$ cat src/rtl/vic_pkg.sv
`timescale 1ns/1ps
// Shared widths and the rank function for the vectored interrupt controller.
package vic_pkg;
    localparam int LVL_W = 6;
    localparam int KEY_W = LVL_W + 1;
    localparam int CSR_AW = 6;
    localparam logic [CSR_AW-1:0] SEL_BASE  = 6'd32;
    localparam logic [CSR_AW-1:0] SEL_SHIFT = 6'd33;

    // Rank of a request: non-maskable flag above level.
    function automatic logic [KEY_W-1:0] rank_of(input logic nmi, input logic [LVL_W-1:0] lvl);
        return {nmi, lvl};
    endfunction
endpackage

$ cat src/rtl/vic_cfg_regs.sv
`timescale 1ns/1ps
// Configuration register file: per-line level, register set, flags, plus
// vector base and shift. Assumes N_IRQ <= 32 and RS_W <= 8.
module vic_cfg_regs
    import vic_pkg::*;
#(
    parameter int N_IRQ  = 32,
    parameter int RS_W   = 4,
    parameter int ADDR_W = 32
) (
    input  logic                 clk,
    input  logic                 rst_n,
    input  logic                 csr_write,
    input  logic                 csr_read,
    input  logic [CSR_AW-1:0]    csr_addr,
    input  logic [31:0]          csr_wdata,
    output logic [31:0]          csr_rdata,
    output logic [LVL_W-1:0]     cfg_lvl [N_IRQ],
    output logic [RS_W-1:0]      cfg_rs  [N_IRQ],
    output logic [N_IRQ-1:0]     cfg_nmi,
    output logic [N_IRQ-1:0]     cfg_en,
    output logic [ADDR_W-1:0]    vec_base,
    output logic [4:0]           vec_shift
);
    localparam int IDX_W = $clog2(N_IRQ);
    localparam logic [CSR_AW-1:0] N_SEL = CSR_AW'(N_IRQ);

    logic [IDX_W-1:0] rd_idx;
    assign rd_idx = csr_addr[IDX_W-1:0];

    // Per-line storage, one copy per request line.
    for (genvar g = 0; g < N_IRQ; g++) begin : g_line
        // Capture a write addressed to this line.
        always_ff @(posedge clk) begin
            if (!rst_n) begin
                cfg_lvl[g] <= '0;
                cfg_rs[g]  <= '0;
                cfg_nmi[g] <= 1'b0;
                cfg_en[g]  <= 1'b0;
            end else if (csr_write && csr_addr == CSR_AW'(g)) begin
                cfg_lvl[g] <= csr_wdata[LVL_W-1:0];
                cfg_rs[g]  <= csr_wdata[8 +: RS_W];
                cfg_nmi[g] <= csr_wdata[16];
                cfg_en[g]  <= csr_wdata[17];
            end
        end
    end

    // Vector base and shift registers.
    always_ff @(posedge clk) begin
        if (!rst_n) begin
            vec_base  <= '0;
            vec_shift <= '0;
        end else if (csr_write) begin
            if (csr_addr == SEL_BASE)  vec_base  <= csr_wdata[ADDR_W-1:0];
            if (csr_addr == SEL_SHIFT) vec_shift <= csr_wdata[4:0];
        end
    end

    // Registered read-back mux.
    always_ff @(posedge clk) begin
        if (!rst_n) begin
            csr_rdata <= '0;
        end else if (csr_read) begin
            csr_rdata <= '0;
            if (csr_addr < N_SEL) begin
                csr_rdata[LVL_W-1:0] <= cfg_lvl[rd_idx];
                csr_rdata[8 +: RS_W] <= cfg_rs[rd_idx];
                csr_rdata[16]        <= cfg_nmi[rd_idx];
                csr_rdata[17]        <= cfg_en[rd_idx];
            end else if (csr_addr == SEL_BASE) begin
                csr_rdata[ADDR_W-1:0] <= vec_base;
            end else if (csr_addr == SEL_SHIFT) begin
                csr_rdata[4:0] <= vec_shift;
            end
        end
    end
endmodule

$ cat src/rtl/vic_local_arb.sv
`timescale 1ns/1ps
// Local arbiter: picks the enabled pending line of highest rank; ties go to
// the lowest index. Purely combinational.
module vic_local_arb
    import vic_pkg::*;
#(
    parameter int N_IRQ = 32,
    localparam int IDX_W = $clog2(N_IRQ)
) (
    input  logic [N_IRQ-1:0]  irq_lines,
    input  logic [N_IRQ-1:0]  cfg_en,
    input  logic [N_IRQ-1:0]  cfg_nmi,
    input  logic [LVL_W-1:0]  cfg_lvl [N_IRQ],
    output logic              win_valid,
    output logic [IDX_W-1:0]  win_idx
);
    logic [KEY_W-1:0] best_key;

    // Scan lines upward; only a strictly higher rank replaces the holder.
    always_comb begin
        win_valid = 1'b0;
        win_idx   = '0;
        best_key  = '0;
        for (int i = 0; i < N_IRQ; i++) begin
            if (irq_lines[i] && cfg_en[i]) begin
                if (!win_valid || rank_of(cfg_nmi[i], cfg_lvl[i]) > best_key) begin
                    win_valid = 1'b1;
                    win_idx   = IDX_W'(i);
                    best_key  = rank_of(cfg_nmi[i], cfg_lvl[i]);
                end
            end
        end
    end
endmodule

$ cat src/rtl/vic_vec_merge.sv
`timescale 1ns/1ps
// Builds the local descriptor (address from base and shifted index) and
// merges it with the upstream descriptor; upstream wins ties.
module vic_vec_merge
    import vic_pkg::*;
#(
    parameter int IDX_W  = 5,
    parameter int RS_W   = 4,
    parameter int ADDR_W = 32
) (
    input  logic              loc_valid,
    input  logic [IDX_W-1:0]  loc_idx,
    input  logic [LVL_W-1:0]  loc_lvl,
    input  logic [RS_W-1:0]   loc_rs,
    input  logic              loc_nmi,
    input  logic [ADDR_W-1:0] vec_base,
    input  logic [4:0]        vec_shift,
    input  logic              up_valid,
    input  logic [ADDR_W-1:0] up_addr,
    input  logic [LVL_W-1:0]  up_level,
    input  logic [RS_W-1:0]   up_regset,
    input  logic              up_nmi,
    output logic              nx_valid,
    output logic [ADDR_W-1:0] nx_addr,
    output logic [LVL_W-1:0]  nx_level,
    output logic [RS_W-1:0]   nx_regset,
    output logic              nx_nmi
);
    logic [ADDR_W-1:0] loc_addr;
    logic              take_up;

    // Handler address of the local winner.
    always_comb begin
        loc_addr = vec_base + ({{(ADDR_W-IDX_W){1'b0}}, loc_idx} << vec_shift);
    end

    // Choose the forwarded descriptor.
    always_comb begin
        take_up = up_valid &&
                  (!loc_valid || rank_of(up_nmi, up_level) >= rank_of(loc_nmi, loc_lvl));
        nx_valid  = up_valid || loc_valid;
        nx_addr   = take_up ? up_addr   : loc_addr;
        nx_level  = take_up ? up_level  : loc_lvl;
        nx_regset = take_up ? up_regset : loc_rs;
        nx_nmi    = take_up ? up_nmi    : loc_nmi;
        if (!nx_valid) begin
            nx_addr   = '0;
            nx_level  = '0;
            nx_regset = '0;
            nx_nmi    = 1'b0;
        end
    end
endmodule

$ cat src/rtl/vic_chain_top.sv
`timescale 1ns/1ps
// Vectored interrupt controller stage. Registers the winning descriptor one
// cycle after its inputs. HAS_UPSTREAM=0 removes the chain input.
module vic_chain_top
    import vic_pkg::*;
#(
    parameter int N_IRQ        = 32,
    parameter int RS_W         = 4,
    parameter int ADDR_W       = 32,
    parameter bit HAS_UPSTREAM = 1'b1
) (
    input  logic              clk,
    input  logic              rst_n,
    input  logic [N_IRQ-1:0]  irq_lines,
    input  logic              csr_write,
    input  logic              csr_read,
    input  logic [5:0]        csr_addr,
    input  logic [31:0]       csr_wdata,
    output logic [31:0]       csr_rdata,
    input  logic              up_valid,
    input  logic [ADDR_W-1:0] up_addr,
    input  logic [5:0]        up_level,
    input  logic [RS_W-1:0]   up_regset,
    input  logic              up_nmi,
    output logic              out_valid,
    output logic [ADDR_W-1:0] out_addr,
    output logic [5:0]        out_level,
    output logic [RS_W-1:0]   out_regset,
    output logic              out_nmi
);
    localparam int IDX_W = $clog2(N_IRQ);

    logic [LVL_W-1:0]  cfg_lvl [N_IRQ];
    logic [RS_W-1:0]   cfg_rs  [N_IRQ];
    logic [N_IRQ-1:0]  cfg_nmi, cfg_en;
    logic [ADDR_W-1:0] vec_base;
    logic [4:0]        vec_shift;
    logic              win_valid;
    logic [IDX_W-1:0]  win_idx;
    logic              up_v_int;
    logic              nx_valid, nx_nmi;
    logic [ADDR_W-1:0] nx_addr;
    logic [LVL_W-1:0]  nx_level;
    logic [RS_W-1:0]   nx_regset;

    vic_cfg_regs #(.N_IRQ(N_IRQ), .RS_W(RS_W), .ADDR_W(ADDR_W)) u_cfg (
        .clk(clk), .rst_n(rst_n), .csr_write(csr_write), .csr_read(csr_read),
        .csr_addr(csr_addr), .csr_wdata(csr_wdata), .csr_rdata(csr_rdata),
        .cfg_lvl(cfg_lvl), .cfg_rs(cfg_rs), .cfg_nmi(cfg_nmi), .cfg_en(cfg_en),
        .vec_base(vec_base), .vec_shift(vec_shift)
    );

    vic_local_arb #(.N_IRQ(N_IRQ)) u_arb (
        .irq_lines(irq_lines), .cfg_en(cfg_en), .cfg_nmi(cfg_nmi),
        .cfg_lvl(cfg_lvl), .win_valid(win_valid), .win_idx(win_idx)
    );

    // Chain input present or tied off.
    if (HAS_UPSTREAM) begin : g_up
        assign up_v_int = up_valid;
    end else begin : g_no_up
        assign up_v_int = 1'b0;
    end

    vic_vec_merge #(.IDX_W(IDX_W), .RS_W(RS_W), .ADDR_W(ADDR_W)) u_merge (
        .loc_valid(win_valid), .loc_idx(win_idx), .loc_lvl(cfg_lvl[win_idx]),
        .loc_rs(cfg_rs[win_idx]), .loc_nmi(cfg_nmi[win_idx]),
        .vec_base(vec_base), .vec_shift(vec_shift),
        .up_valid(up_v_int), .up_addr(up_addr), .up_level(up_level),
        .up_regset(up_regset), .up_nmi(up_nmi),
        .nx_valid(nx_valid), .nx_addr(nx_addr), .nx_level(nx_level),
        .nx_regset(nx_regset), .nx_nmi(nx_nmi)
    );

    // Output descriptor register.
    always_ff @(posedge clk) begin
        if (!rst_n) begin
            out_valid  <= 1'b0;
            out_addr   <= '0;
            out_level  <= '0;
            out_regset <= '0;
            out_nmi    <= 1'b0;
        end else begin
            out_valid  <= nx_valid;
            out_addr   <= nx_addr;
            out_level  <= nx_level;
            out_regset <= nx_regset;
            out_nmi    <= nx_nmi;
        end
    end
endmodule

$ cat config.mk
export PLATFORM = sky130hd
export DESIGN_NAME = vic_chain_top
export DESIGN_NICKNAME = d
export VERILOG_FILES = /design/src/rtl/vic_pkg.sv /design/src/rtl/vic_cfg_regs.sv /design/src/rtl/vic_local_arb.sv /design/src/rtl/vic_vec_merge.sv /design/src/rtl/vic_chain_top.sv
export SDC_FILE = /design/constraint.sdc
export NUM_CORES = 2
export LEC_CHECK = 0
export BUFFER_PORTS_ARGS = -buffer_cell sky130_fd_sc_hd__buf_4
export CAP_MARGIN = 25
export CORE_UTILIZATION = 68
export DETAILED_ROUTE_END_ITERATION = 8
export HOLD_SLACK_MARGIN = 0.06
export PLACE_DENSITY = 0.84
export REMOVE_ABC_BUFFERS = 1
export SLEW_MARGIN = 15
export SYNTH_ARGS = -nofsm -noshare
export SYNTH_HDL_FRONTEND = slang
export SYNTH_SLANG_ARGS = --single-unit
$ cat constraint.sdc
create_clock -name clk -period 156.4 [get_ports clk]
set_input_delay 7.82 -clock clk [delete_from_list [all_inputs] [get_ports clk]]
set_output_delay 7.82 -clock clk [all_outputs]
set_load 0.01 [all_outputs]
==> impl_metrics.json <==
{
  "synthSimpleGateAreaFrac_pct": 20.82,
  "ys_seq_elements": 497,
  "switchingPower_w": 0.00007963,
  "avgSynthCellArea_um2": 8.309,
  "finalCritPeriodShare_pct": 51.53,
  "fin_nets": 4918,
  "synth_top_cell_by_area": "dfxtp_1",
  "synthFlopType": "dfxtp_1",
  "ant_nets": 0,
  "cp_slowest_cell": "o211ai_1",
  "relSlewSlack_pct": 18.00,
  "min_path_cells": 2,
  "layout-drive-gt1-share_pct": 13.65,
  "tightest_slew_ns": 1.225,
  "avgViaCountPerCell": 6.783,
  "grt_usage_pct": 46.45,
  "multi_input_area_um2": 26330,
  "clockRootBuffer": "clkbuf_16",
  "crit_path_max_incr_delay_ns": 0.69,
  "cp.arrival_ns": 81.07,
  "clock_sinks": 497,
  "io_buffers": 193,
  "synth-compound-area-share_pct": 18.56,
  "p_clk_share_pct": 47.4,
  "path_max_fanout": 26,
  "nFillCells": 4146,
  "ioPinCount": 194,
  "slew_violations": 0,
  "fp-row-count": 86,
  "intPower_w": 0.0002230,
  "h-tree-depth": 2,
  "powerDensity_nw_per_um2": 7.237,
  "grt_pass1_vias": 33756,
  "synth_top_family_by_area": "simple AND/OR/NAND/NOR gates",
  "synth-edff-count": 0,
  "cp-start-kind": "input pin",
  "core_area_um2": 55420,
  "dp_hpwl_um": 97960,
  "synth_top_area_share_pct": 25.98,
  "seqPwrFrac_pct": 42.5,
  "switching_share_pct": 26.31,
  "vias": 36524,
  "rsz0062_at_grt": "false",
  "place_congestion": 1.047,
  "wl_per_cell_um": 25.28,
  "status": "finished clean",
  "utilization_pct": 75.46,
  "combPwrFrac_pct": 10.2,
  "synth_area_leaders": "dfxtp_1 26%, mux2i_1 11%, nand2_1 7.8%",
  "start_util_pct": 69.12,
  "postCtsHoldBufs": 0,
  "cts_buffer_depth": 3,
  "setup_viol": 0,
  "grt_max_degree": 123,
  "cpMostUsedCell": "a21oi_1",
  "crit_type": "in2reg",
  "die_h_um": 239.3,
  "cts_tree": "done",
  "area_delta_synth_final_pct": 9.179,
  "drc_errors": 0,
  "cts.clk_slew.worst_paths_ns": 0.06,
  "synthAdderAreaFrac_pct": 7.010,
  "synth_area_um2": 38300,
  "hold_viol": 0,
  "p_leak_nw": 16.02,
  "fin_crit_ns": 80.59,
  "dieArea_um2": 57280,
  "ff_latch_area_um2": 9950,
  "fin_hold_ws_ns": 0.4810,
  "clock-skew-final_ns": 0.03107,
  "mostFrequentLayoutCell": "nand2_1",
  "finalSetupTns_ns": 0,
  "required_ns": 156.88,
  "hp-class": "reg2reg",
  "yosysWarningCount": 0,
  "ys_async_sr_fraction_pct": 0,
  "synth_mux_area_share_pct": 20.81,
  "cts_buffers": 56,
  "fmax_ghz": 0.01241,
  "max-vdd-ir-drop_mv": 0.008673,
  "reg2regPathDepth": 354,
  "grt_pass1_wl_um": 203600,
  "cts_resized": 0,
  "ff2ff_setup_slack_ns": 82.56,
  "drtIter0Drc": 4958,
  "synthCells": 4610,
  "endpoint_kind": "register",
  "overflow": 0,
  "synth_xor_area_share_pct": 1.418,
  "first_pass_iters": 6,
  "floorplan.die.width_um": 239.3,
  "clk_latency_ns": 0.65,
  "final_cell_mix": "794 x nand2_1, 497 x dfxtp_1, 412 x mux2i_1",
  "maxCapViolCount": 0,
  "ys_seq_area_share_pct": 25.98,
  "yosysUniqueCellTypes": 121,
  "antenna_found_initial": 11,
  "postCtsSetupBuffers": 0,
  "drt_wl_total_um": 136100
}
[kinds of logic after synthesis]
| group | count (synthesis) |
|---|---|
| buffers and inverters | 525 |
| adders and majority gates | 215 |
| DFF | 497 |
| AOI/OAI and AO/OA | 976 |
| xor gates and xnor gates | 62 |
| and+or+nand+nor | 1708 |
| muxes | 627 |
[worst max-delay path, delay by kind of cell]
kind,cells,cell delay (ns)
AOI/OAI and AO/OA,154,33.09
and+or+nand+nor,107,17.37
adders and majority gates,36,10.29
muxes,25,8.01
buffers and inverters,31,4.08
xor gates and xnor gates,2,0.28
[worst paths after layout]
path / from / to
max: irq_lines[0] / out_addr[31]$_SDFF_PN0_
min: u_cfg.csr_rdata[22]$_SDFFE_PN0P_ / u_cfg.csr_rdata[22]$_SDFFE_PN0P_
max reg2reg: u_cfg.cfg_en[0]$_SDFFE_PN0P_ / out_addr[31]$_SDFF_PN0_
min reg2reg: u_cfg.csr_rdata[22]$_SDFFE_PN0P_ / u_cfg.csr_rdata[22]$_SDFFE_PN0P_
[sequential cells by signal, indices dropped and copies added (netlist names)]
register,flops
u_cfg.cfg_lvl,192
u_cfg.cfg_rs,128
out_addr,32
u_cfg.cfg_en,32
u_cfg.cfg_nmi,32
u_cfg.csr_rdata,32
u_cfg.vec_base,32
out_level,6
u_cfg.vec_shift,5
out_regset,4
out_nmi,1
out_valid,1
[power groups by stage]
stage	clock, W	sequential, W	combinational, W
2_1_floorplan	0	0.000131	0.0000147
3_3_place_gp	0	0.000131	0.0000290
3_5_place_dp	0	0.000131	0.0000293
4_1_cts	0.000142	0.000129	0.0000295
5_1_grt	0.000148	0.000129	0.0000318
6_report	0.000143	0.000129	0.0000307
[per-layer routing]
layer,track usage (%),routed length (um)
met1,62.10,53060
met2,66.78,55600
met3,15.11,19730
met4,23.23,7621
met5,0.2597,116
[layout make-up]
class / count / share of cell area [%]
antenna: 1 / 0.005984
sequential: 497 / 23.79
multi-input combinational: 3588 / 62.95
timing repair buffer: 251 / 4.548
clock buffer: 72 / 3.638
inverter: 196 / 1.759
clock inverter: 32 / 1.065
tap: 748 / 2.238
[cells in the mapped netlist, types with 35 or more instances]
library cell and instances:
nand2_1 795, dfxtp_1 497, mux2i_1 412, nor2_1 265, a21boi_0 252, clkbuf_1 237, nor2b_1 235, ha_1 209
inv_1 195, a21oi_1 147, o21ai_0 125, mux4_2 122, nand3_1 118, mux2_2 79, nand2b_1 65, xnor2_1 52
buf_1 48, nor3_1 42, o211ai_1 37, nand4_1 35
[per-stage QoR]
stage | setup WS (ns) | instance area [um^2] | std cells | power [W]
final | 75.81 | 41820 | 5385 | 0.0003026
after global routing | 69.70 | 41820 | 5384 | 0.0003079
after CTS | 76.98 | 41780 | 5378 | 0.0003003
after detailed placement | 76.53 | 39810 | 5274 | 0.0001606
after global placement | 78.76 | 39750 | 5268 | 0.0001603
after floorplan | 79.89 | 36970 | 4281 | 0.0001460
Power figures use the tool's default switching activity.
